===== config.mk =====
export PLATFORM = sky130hd
export DESIGN_NAME = hexdbg_tx
export DESIGN_NICKNAME = d
export VERILOG_FILES = /design/src/rtl/hexdbg_pkg.sv /design/src/rtl/hexdbg_nib_enc.sv /design/src/rtl/hexdbg_bitclk.sv /design/src/rtl/hexdbg_ser.sv /design/src/rtl/hexdbg_tx.sv
export SDC_FILE = /design/constraint.sdc
export NUM_CORES = 1
export LEC_CHECK = 0
export ABC_AREA = 1
export CAP_MARGIN = 0
export CORE_MARGIN = 2
export CORE_UTILIZATION = 50
export CTS_CLUSTER_SIZE = 25
export DETAILED_ROUTE_END_ITERATION = 10
export GPL_TIMING_DRIVEN = 0
export PLACE_DENSITY = 0.73
export SLEW_MARGIN = 0
export SYNTH_ARGS = -nofsm -noshare
export SYNTH_HDL_FRONTEND = slang
export SYNTH_SLANG_ARGS = --single-unit

===== constraint.sdc =====
create_clock -name clk -period 1.4 [get_ports clk]
set_input_delay 0.42 -clock clk [delete_from_list [all_inputs] [get_ports clk]]
set_output_delay 0.42 -clock clk [all_outputs]
set_load 0.02 [all_outputs]

===== src/rtl/hexdbg_pkg.sv =====
`timescale 1ns/1ps
package hexdbg_pkg;

    localparam int FRAME_BITS = 10;

    typedef enum logic [1:0] {
        SEQ_IDLE = 2'd0,
        SEQ_LOAD = 2'd1,
        SEQ_SEND = 2'd2
    } seq_state_e;

    function automatic logic [7:0] nib_to_ascii(input logic [3:0] n);
        if (n < 4'd10) return 8'h30 + {4'h0, n};
        else           return 8'h37 + {4'h0, n};
    endfunction

endpackage


===== src/rtl/hexdbg_nib_enc.sv =====
`timescale 1ns/1ps
module hexdbg_nib_enc
    import hexdbg_pkg::*;
(
    input  logic [3:0] nib_i,
    output logic [7:0] char_o
);
    always_comb begin
        char_o = nib_to_ascii(nib_i);
    end
endmodule


===== src/rtl/hexdbg_bitclk.sv =====
`timescale 1ns/1ps
module hexdbg_bitclk #(
    parameter int DIV = 434
) (
    input  logic clk,
    input  logic rst,
    input  logic run,
    output logic tick
);
    localparam int CW = (DIV > 1) ? $clog2(DIV) : 1;

    logic [CW-1:0] cnt_d, cnt_q;

    always_comb begin
        tick  = run && (cnt_q == CW'(DIV - 1));
        cnt_d = cnt_q;
        if (!run || tick) cnt_d = '0;
        else              cnt_d = cnt_q + CW'(1);
    end

    always_ff @(posedge clk) begin
        if (rst) cnt_q <= '0;
        else     cnt_q <= cnt_d;
    end
endmodule


===== src/rtl/hexdbg_ser.sv =====
`timescale 1ns/1ps
module hexdbg_ser
    import hexdbg_pkg::*;
#(
    parameter int DIV = 434
) (
    input  logic       clk,
    input  logic       rst,
    input  logic       load,
    input  logic [7:0] byte_i,
    output logic       txd,
    output logic       fin
);
    typedef struct packed {
        logic                  act;
        logic [3:0]            bitn;
        logic [FRAME_BITS-1:0] frame;
    } ser_t;

    localparam ser_t SER_RST = '{act: 1'b0, bitn: 4'd0, frame: '1};

    ser_t r_d, r_q;
    logic tick;

    hexdbg_bitclk #(.DIV(DIV)) u_bitclk (
        .clk  (clk),
        .rst  (rst),
        .run  (r_q.act),
        .tick (tick)
    );

    always_comb begin
        r_d = r_q;
        fin = r_q.act && tick && (r_q.bitn == 4'(FRAME_BITS - 1));
        if (!r_q.act) begin
            if (load) begin
                r_d.act   = 1'b1;
                r_d.bitn  = 4'd0;
                r_d.frame = {1'b1, byte_i, 1'b0};
            end
        end else if (tick) begin
            r_d.frame = {1'b1, r_q.frame[FRAME_BITS-1:1]};
            if (fin) r_d.act  = 1'b0;
            else     r_d.bitn = r_q.bitn + 4'd1;
        end
        txd = r_q.act ? r_q.frame[0] : 1'b1;
    end

    always_ff @(posedge clk) begin
        if (rst) r_q <= SER_RST;
        else     r_q <= r_d;
    end
endmodule


===== src/rtl/hexdbg_tx.sv =====
`timescale 1ns/1ps
module hexdbg_tx
    import hexdbg_pkg::*;
#(
    parameter  int CLK_HZ = 50_000_000,
    parameter  int BAUD   = 115_200,
    parameter  int DIGITS = 8,
    localparam int WORD_W = 4 * DIGITS
) (
    input  logic              clk,
    input  logic              rst,
    input  logic              wr_stb,
    input  logic [WORD_W-1:0] wr_data,
    output logic              txd,
    output logic              busy
);
    localparam int DIV   = (CLK_HZ + BAUD / 2) / BAUD;
    localparam int IDX_W = (DIGITS > 1) ? $clog2(DIGITS) : 1;

    typedef struct packed {
        seq_state_e        st;
        logic [WORD_W-1:0] word;
        logic [IDX_W-1:0]  idx;
    } seq_t;

    localparam seq_t SEQ_RST = '{st: SEQ_IDLE, word: '0, idx: '0};

    seq_t       s_d, s_q;
    logic       load;
    logic       fin;
    logic [7:0] char_w;

    hexdbg_nib_enc u_enc (
        .nib_i  (s_q.word[WORD_W-1 -: 4]),
        .char_o (char_w)
    );

    hexdbg_ser #(.DIV(DIV)) u_ser (
        .clk    (clk),
        .rst    (rst),
        .load   (load),
        .byte_i (char_w),
        .txd    (txd),
        .fin    (fin)
    );

    always_comb begin
        s_d  = s_q;
        load = 1'b0;
        case (s_q.st)
            SEQ_IDLE: begin
                if (wr_stb) begin
                    s_d.st   = SEQ_LOAD;
                    s_d.word = wr_data;
                    s_d.idx  = '0;
                end
            end
            SEQ_LOAD: begin
                load   = 1'b1;
                s_d.st = SEQ_SEND;
            end
            SEQ_SEND: begin
                if (fin) begin
                    if (s_q.idx == IDX_W'(DIGITS - 1)) begin
                        s_d.st = SEQ_IDLE;
                    end else begin
                        s_d.st   = SEQ_LOAD;
                        s_d.idx  = s_q.idx + IDX_W'(1);
                        s_d.word = s_q.word << 4;
                    end
                end
            end
            default: s_d.st = SEQ_IDLE;
        endcase
        busy = (s_q.st != SEQ_IDLE);
    end

    always_ff @(posedge clk) begin
        if (rst) s_q <= SEQ_RST;
        else     s_q <= s_d;
    end
endmodule


==> reports/results.tsv, run 1 <==
metric	value	unit
grt_first_pass_wirelength	13.4	mm
synth_area_leaders	dfxtp_1 (38%), nand2_1 (19%), nand3_1 (7.9%)	
start_util	51.3	%
drv_slew	0	
drv_cap	0	
io_buffers	36	
ys_ff_latch	61	
die_area	0.00710	mm²
path_buf_inv	3	
synthTopCellsByCount	nand2_1 (166), dfxtp_1 (61), nand3_1 (51), nor2_1 (51)	
synth_cells	489	
antenna_cells	0	
syn-mean-instance-area	6.58	µm²
layout-drive-gt1-share	27.7	%
yosysMostFrequentCell	nand2_1	
required	1670	ps
ys_warn_count	0	
firstDrtPassIters	4	
async_reset_ff_share	0	%
cp-start-kind	flip-flop	
crit_chain	ha_4 -> ha_4 -> o21ai_4 -> buf_6 -> buf_12 -> buf_4 -> a21oi_1 -> nor2_1	
worstSetupEndpointType	flip-flop	
globalplace.congestion	0.827	
period_share	111	%
synth_nets	531	
fin_util	74.6	%
crit_path_frequent_cell	ha_4	
ys_types	34	
max_slew_margin	68.1	%
drt_wl_total	8.95	mm
finalWorstSetupSlack	-151	ps
ys.flop_type	dfxtp_1	
rsz0062_at_grt	yes	
vias	3399	
clk_latency	350	ps
outcome	finished, violations left	
yosysTopAreaCellShare	37.9	%
crit_type	reg2reg	
fmax	645	MHz
slowest_stage	dfxtp_2	
detail_route.wl_per_cell	13.9	µm
cts_tree	yes	
num-fill-cells	452	
power	5.79	mW
skew	15.5	ps
initialDrtViolationCount	178	
yosys.area.top_type	dfxtp_1	
hp-class	reg2reg	
setup_viol_count_final	52	
grt-ovfl-total	0	
violations	negative setup slack	
nets	604	
ctsHtreeMaxLevel	3	
peakVddDrop	0.856	mV
cts_sinks	61	
cpPeakStageDelay	350	ps
ys_seq_area_share	37.9	%
synth-edff-count	0	
rows	29	
ioPinCount	37	
cts_buffers	9	
ctsHoldBuffers	0	
leakage	2.18	nW
placed_cells_incl_taps	602	
critPathMaxFanout	10	
finalCriticalPeriod	1550	ps
path_delay_family	buffers and inverters	
path_clk_slew	80	ps
p_per_area	1240	mW/mm²
final-hold-violation-count	0	
coreArea	0.00628	mm²
cts_root_buf	clkbuf_8	
grt_max_degree	11	
drc	0	
worstMarginPinSlew	479	ps
ant_nets	0	
fin_cells	644	
crit_arrival	1820	ps
hold_slack	447	ps
via_per_inst	5.28	
die_w	84.2	µm
dp_hpwl	5.12	mm
cts_max_path_buffers	2	
grt_antenna_before_repair	0	
die_y	84.2	µm
grt_pass1_vias	3056	
area_growth_syn_to_layout	45.4	%
grt_use_total	23.0	%
syn_area	0.00322	mm²
[kinds of logic (layout without fill, tap and decap cells)]
logic type / count (synthesis) / in the layout / synth area share [%]
flip-flops: 61 / 61 / 37.9
AO/OA/AOI/OAI: 54 / 54 / 8.63
AND/OR/NAND/NOR: 288 / 289 / 38.3
buffers and inverters: 76 / 153 / 11.6
XOR/XNOR: 3 / 3 / 0.816
adder cells (fa/ha/maj): 7 / 7 / 2.72
[path summary, 6_finish.rpt]
kind | from | end | slack, ps | depth (start not counted)
min | u_ser.r_q[9] | u_ser.r_q[9] | 450 | 2
max reg2reg | s_q[0] | s_q[19] | -150 | 8
min reg2reg | u_ser.r_q[9] | u_ser.r_q[9] | 450 | 2
max | s_q[0] | s_q[19] | -150 | 8
[timing repair]
action,in CTS,in global routing
buffers inserted,10,7
pin swaps,5,13
gates resized for setup,59,80
gates cloned,3,6
setup endpoints to repair,53,61
[state kept, by name, indices dropped and copies added (netlist names)]
signal	count
s_q	37
u_ser.u_bitclk.cnt_q	9
u_ser.r_q	15
[layout by cell type (no fill, tap or decap), drive strengths merged]
master and n:
a21oi 46, a31oi 2, and3 1, buf 42, bufinv 1, clkbuf 21
clkdlybuf4s50 34, clkinv 5, dfxtp 61, ha 7, inv 50, nand2 170
nand3 52, nand3b 2, nand4 4, nor2 53, nor3 3, nor3b 2
o211ai 1, o21ai 4, o21bai 1, or2 2, xnor2 2, xor2 1
[area by class of cell]
| class | instances | area, µm² | share of cell area, % |
|---|---|---|---|
| multi-input combinational | 353 | 2000 | 42.8 |
| clock inverter | 4 | 45.0 | 0.962 |
| timing repair inverter | 1 | 11.3 | 0.241 |
| sequential | 61 | 1240 | 26.5 |
| tap | 77 | 96.3 | 2.06 |
| clock buffer | 12 | 165 | 3.53 |
| inverter | 51 | 200 | 4.28 |
| buffer | 25 | 243 | 5.19 |
| timing repair buffer | 60 | 677 | 14.5 |
[tightest hold or removal path, stage by stage (launching register included)]
cell and delay, ps:
dfxtp_1 310, inv_1 50, nand3_2 60
[per-stage QoR]
stage          worst slack (ps)  area, µm²  setup TNS, ps
6_report                   -151       4680          -4210
5_1_grt                    -257       4680          -9310
3_5_place_dp               -367       3700         -19120
3_3_place_gp               -392       3700         -19950
4_1_cts                   -94.2       4200          -2090
2_1_floorplan              2.24       3250              0
[per-layer routing]
metal,up-vias,GRT usage [%],share of wire [%]
met4,0,9.68,2.4
met3,27,3.93,6.1
li1,1692,-,-
met1,1571,29.3,42
met2,109,38.5,50
met5,-,0,0
[report_power, final]
group	internal, mW	switching, mW	total, mW
Sequential	1.99	0.169	2.15
Combinational	0.921	1.03	1.95
Clock	0.959	0.724	1.68
(Power assumes the default switching activity.)
==> inputs of run 2 (changes only) <==
--- a/config.mk
+++ b/config.mk
@@ -13,6 +13,7 @@
 export DETAILED_ROUTE_END_ITERATION = 10
 export GPL_TIMING_DRIVEN = 0
 export PLACE_DENSITY = 0.73
+export REMOVE_ABC_BUFFERS = 1
 export SLEW_MARGIN = 0
 export SYNTH_ARGS = -nofsm -noshare
 export SYNTH_HDL_FRONTEND = slang
==> reports/results.tsv, run 2 (same netlist as run 1, synthesis figures left out) <==
metric	value	unit	change
layout_commonest_cell	nand2_1		
clk_latency	350	ps	about the same
combPwrFrac	31.7	%	-2.0 points
period_share	109	%	-2.3 points
die_area	0.00710	mm²	unchanged
multi_input_area	0.00216	mm²	+7.7%
hp-class	reg2reg		
finalCriticalPeriod	1520	ps	-31.9 ps
placed_cell_area	0.00353	mm²	-4.8%
ff_latch_area	0.00124	mm²	unchanged
leakage	2.03	nW	-6.7%
critPathMaxFanout	8		-2
largest_register	s_q		
hold_slack	464	ps	+17.2 ps
grt_pass1_vias	3041		-0.49%
power_switching_share	34.7	%	+1.5 points
rsz0062_at_grt	yes		
pwr-share-seq	39.7	%	+2.5 points
final-hold-violation-count	0		unchanged
switching_power	1.88	mW	-2.3%
setup_viol_count_final	53		+1.9%
cts_root_buf	clkbuf_8		
ctsHtreeMaxLevel	3		unchanged
coreArea	0.00628	mm²	unchanged
drc	0		unchanged
worstSetupEndpointType	flip-flop		
power.share.clock	28.6	%	-0.5 points
nets	592		-2.0%
ant_nets	0		unchanged
grt_max_degree	42		+31
drv_cap	0		unchanged
grt_antenna_before_repair	0		unchanged
globalplace.congestion	0.793		-4.1%
max_slew_margin	73.1	%	+5.0 points
peakVddDrop	0.686	mV	-20%
crit_arrival	1760	ps	-60 ps
die_w	84.2	µm	unchanged
p_per_area	1190	mW/mm²	-3.4%
drt_wl_total	9.10	mm	+1.7%
grt-ovfl-total	0		unchanged
cts_buffers	9		unchanged
layout-drive-gt1-share	23.4	%	-4.3 points
required	1640	ps	-30 ps
violations	negative setup slack		
die_y	84.2	µm	unchanged
final_cell_mix	nand2_1 (156), dfxtp_1 (53), nor2_1 (48), a21oi_1 (43), inv_1 (40)		
fin_tns_setup	-3650	ps	+561 ps
io_buffers	36		unchanged
start_util	51.3	%	unchanged
grt_first_pass_wirelength	13.6	mm	+1.8%
cts_tree	yes		
cp-start-kind	flip-flop		
rows	29		unchanged
via_per_inst	5.31		+0.64%
outcome	finished, violations left		
firstDrtPassIters	5		+1
drv_slew	0		unchanged
grt_use_total	23.7	%	+0.71 points
largest_reg_flops	37		unchanged
path_clk_slew	70	ps	about the same
cts_sinks	61		unchanged
crit_type	reg2reg		
top_regs	s_q x37, u_ser.r_q x15, u_ser.u_bitclk.cnt_q x9		
detail_route.wl_per_cell	14.4	µm	+3.6%
vias	3357		-1.2%
fmax	658	MHz	+2.1%
ioPinCount	37		unchanged
dp_hpwl	3.82	mm	-25%
num-fill-cells	487		+7.7%
ctsHoldBuffers	0		unchanged
skew	10.0	ps	-5.47 ps
design_area	0.00453	mm²	-3.2%
initialDrtViolationCount	149		-16%
antenna_cells	0		unchanged
finalWorstSetupSlack	-119	ps	+31.9 ps
cts_max_path_buffers	2		unchanged
intPower	3.53	mW	-8.6%
worstMarginPinSlew	404	ps	-75.1 ps
area_growth_syn_to_layout	40.7	%	
-- run 2: cell types whose count changed in the layout (fill, tap and decap cells not counted), sizes merged --
cell,change
nand2,+13
inv,-2
buf,-17
bufinv,-1
clkinvlp,+4
clkdlybuf4s50,-1
o21ai,+1
clkinv,-2
clkbuf,-8
clkdlybuf4s15,+1
-- run 2: path summary, 6_finish.rpt --
| path | start | end | slack (ps) | depth (start not counted) |
|---|---|---|---|---|
| worst min-delay path | u_ser.r_q[0] | u_ser.r_q[0] | 460 | 2 |
| worst min register to register | u_ser.r_q[0] | u_ser.r_q[0] | 460 | 2 |
| worst max register to register | u_ser.u_bitclk.cnt_q[1] | s_q[28] | -120 | 10 |
| worst max-delay path | u_ser.u_bitclk.cnt_q[1] | s_q[28] | -120 | 10 |
-- run 2: metal layers --
| metal | global-route usage (%) | routed length, µm | vias up |
|---|---|---|---|
| li1 | - | - | 1686 |
| met1 | 29.0 | 3690 | 1526 |
| met2 | 39.8 | 4550 | 108 |
| met3 | 5.01 | 528 | 37 |
| met4 | 11.3 | 332 | 0 |
| met5 | 0 | 0 | - |
-- run 2: area by class of cell --
cell class / instances / area share (%)
Inverter: 51 / 4.83
Clock inverter: 3 / 0.387
Timing Repair Buffer: 59 / 13.6
Tap cell: 77 / 2.13
Multi-Input combinational cell: 367 / 47.6
Clock buffer: 13 / 3.95
Timing Repair inverter: 1 / 0.166
Sequential cell: 61 / 27.3
-- run 2: through the flow --
step	util [%]	worst slack, ps	std cells	power, mW
after detailed placement	56.2	-1890	578	3.34
after CTS	69.0	-99.3	625	5.21
after floorplan	-	-2100	464	3.00
after global placement	55.7	-3350	577	3.30
after global routing	72.2	-198	632	5.68
final	72.2	-119	632	5.41
-- run 2: what timing repair did --
item,in CTS,in global routing
pin swaps,11,8
hold endpoints to repair,0,0
resized for setup,84,31
cloned,15,2
endpoints found under the setup margin,63,60
setup buffers,16,5
-- run 2: critical path, stage by stage, from the launching register on --
cell and delay (ps):
dfxtp_2 330, inv_2 60, ha_4 130, nand2_4 50
nor2_4 170, nand4_4 160, buf_16 210, nand2_8 110
nand3_2 80, nand2_2 70, nor2_1 50
-- run 2: power groups by stage --
stage,clock [mW],sequential [mW],combinational (mW)
global route,1.63,2.17,1.88
floorplan,0,2.12,0.877
global placement,0,2.14,1.15
detailed placement,0,2.15,1.19
finish,1.55,2.15,1.72
CTS,1.55,2.13,1.54
==> inputs of run 3 (changes only) <==
--- a/config.mk
+++ b/config.mk
@@ -7,6 +7,7 @@
 export LEC_CHECK = 0
 export ABC_AREA = 1
 export CAP_MARGIN = 0
+export CORE_ASPECT_RATIO = 1.1
 export CORE_MARGIN = 2
 export CORE_UTILIZATION = 50
 export CTS_CLUSTER_SIZE = 25
@@ -14,7 +15,7 @@
 export GPL_TIMING_DRIVEN = 0
 export PLACE_DENSITY = 0.73
 export REMOVE_ABC_BUFFERS = 1
-export SLEW_MARGIN = 0
+export SLEW_MARGIN = 10
 export SYNTH_ARGS = -nofsm -noshare
 export SYNTH_HDL_FRONTEND = slang
 export SYNTH_SLANG_ARGS = --single-unit
==> reports/results.tsv, run 3 (same netlist as run 1, synthesis figures left out) <==
metric	value	unit	change
crit_chain	ha_4 -> ha_4 -> o21ai_4 -> buf_12 -> buf_4 -> buf_16 -> a21oi_1 -> nor2_1		
required	1670	ps	+30 ps
critPathMaxFanout	17		+9
globalplace.congestion	0.750		-5.4%
placed_cell_area	0.00356	mm²	+0.89%
cpPeakStageDelay	350	ps	+20 ps
worstHoldStart	u_ser.r_q[9]		
clk_latency	350	ps	about the same
largest_reg_flops	37		unchanged
grt_use_total	26.7	%	+3.0 points
p_per_area	1260	mW/mm²	+5.7%
grt_first_pass_wirelength	14.6	mm	+6.8%
path_buf_inv	3		+1
firstDrtPassIters	5		unchanged
drv_cap	0		unchanged
finalCriticalPeriod	1660	ps	+142 ps
final-hold-violation-count	0		unchanged
crit_type	reg2reg		
rows	30		+3.4%
cts_buffers	9		unchanged
skew	12.2	ps	+2.17 ps
period_share	119	%	+10 points
cts_max_path_buffers	2		unchanged
ant_nets	0		unchanged
die_w	80.5	µm	-4.4%
die_y	88.2	µm	+4.7%
outcome	finished, violations left		
rrSetupSlack	-260	ps	-140 ps
ctsHoldBuffers	0		unchanged
path_delay_family	buffers and inverters		
detail_route.wl_per_cell	17.2	µm	+19%
finalWorstSetupSlack	-262	ps	-142 ps
hp-class	reg2reg		
coreArea	0.00619	mm²	-1.3%
peakVddDrop	0.738	mV	+7.6%
r2r-start	s_q[0]		
hold_slack	448	ps	-16.3 ps
setup_viol_count_final	55		+3.8%
whs_path_depth	2		unchanged
grt_max_degree	42		unchanged
crit_arrival	1940	ps	+180 ps
initialDrtViolationCount	307		+110%
vias	3663		+9.1%
cts_root_buf	clkbuf_8		
die_area	0.00710	mm²	about the same
drt_wl_total	11.2	mm	+23%
hold_end	u_ser.r_q[9]		
fmax	602	MHz	-8.6%
antenna_cells	0		unchanged
largest_register	s_q		
cts_sinks	61		unchanged
final_cell_mix	nand2_1 (153), dfxtp_1 (51), nor2_1 (47), a21oi_1 (40), inv_1 (39)		
ioPinCount	37		unchanged
drv_slew	0		unchanged
start_util	52.0	%	+0.69 points
violations	negative setup slack		
worstSetupEndpointType	flip-flop		
top_regs	s_q x37, u_ser.r_q x15, u_ser.u_bitclk.cnt_q x9		
rsz0062_at_grt	yes		
drc	0		unchanged
leakage	2.19	nW	+7.6%
area_growth_syn_to_layout	51.8	%	
layout_commonest_cell	nand2_1		
num-fill-cells	425		-13%
grt_pass1_vias	3127		+2.8%
cp-start-kind	flip-flop		
io_buffers	36		unchanged
worstMarginPinSlew	554	ps	+150 ps
via_per_inst	5.64		+6.3%
dp_hpwl	3.84	mm	+0.44%
grt_antenna_before_repair	0		unchanged
r2r_cells	8		-2
nets	606		+2.4%
ctsHtreeMaxLevel	3		unchanged
design_area	0.00489	mm²	+7.9%
layout-drive-gt1-share	28.3	%	+4.9 points
slowest_stage	dfxtp_2		
max_slew_margin	62.7	%	-10 points
timing.rr.end	s_q[29]		
path_clk_slew	70	ps	about the same
grt-ovfl-total	0		unchanged
fin_tns_setup	-8070	ps	-4420 ps
crit_path_frequent_cell	ha_4		
cts_tree	yes		
[run 3: changes by cell type in the layout (fill, tap and decap cells not counted), moves of 3 or more]
cell	before	now
nand3_2	23	29
a21oi_2	3	6
bufinv_16	0	3
clkbuf_8	13	10
buf_6	2	5
nand2_2	7	11
nand2_1	156	153
buf_4	17	22
a21oi_1	43	40
nand3_1	29	21
buf_16	1	4
[run 3: layout make-up]
cell class              count  area, µm²  share of cell area [%]
repair inverters            1       7.51                   0.154
clock inverters             4       95.1                    1.95
inverters                  51        216                    4.43
well taps                  80        100                    2.05
multi-input cells         367       2240                    45.8
flip-flops and latches     61       1240                    25.4
repair buffers             73        846                    17.3
clock buffers              12        145                    2.97
[run 3: power breakdown]
part / total [mW] / internal [mW] / leakage, nW / switching (mW)
Clock: 1.95 / 1.23 / 0.121 / 0.718
Sequential: 2.17 / 1.99 / 0.507 / 0.182
Combinational: 2.05 / 0.889 / 1.56 / 1.16
[run 3: worst min-delay path, stage by stage, from the launching register on]
cell and delay (ps):
dfxtp_1 310, inv_1 40, nand3_1 70
[run 3: metal layers]
metal / global-route usage (%) / vias up / share of wire, %
li1: - / 1714 / -
met1: 31.2 / 1687 / 36
met2: 48.0 / 202 / 50
met4: 12.2 / 0 / 6.4
met5: 0 / - / 0
met3: 3.92 / 60 / 7.6
[run 3: worst max-delay path by stage]
stage                                  from                       to  slack [ps]  cells after the start
floorplan                           s_q[35]                   s_q[0]       -2100                      6
global placement                    s_q[35]                   s_q[9]       -3380                      6
detailed placement                      rst  u_ser.u_bitclk.cnt_q[3]       -1900                      4
CTS                 u_ser.u_bitclk.cnt_q[1]                  s_q[12]        -110                     10
global route        u_ser.u_bitclk.cnt_q[6]                  s_q[31]        -290                      9
finish                               s_q[0]                  s_q[29]        -260                      8
[run 3: repair_timing]
| item | CTS | global route |
|---|---|---|
| pin swaps | 9 | 12 |
| gates cloned | 13 | 8 |
| resized for setup | 75 | 64 |
| setup buffers | 17 | 13 |
| setup endpoints to repair | 63 | 56 |
[run 3: through the flow]
step | setup WS (ps) | power (mW) | std cells | utilization [%]
floorplan | -2100 | 3.00 | 464 | -
global placement | -3380 | 3.30 | 580 | 56.5
detailed placement | -1900 | 3.38 | 582 | 57.4
CTS | -113 | 5.75 | 628 | 70.8
global route | -287 | 6.42 | 649 | 78.9
finish | -262 | 6.17 | 649 | 78.9
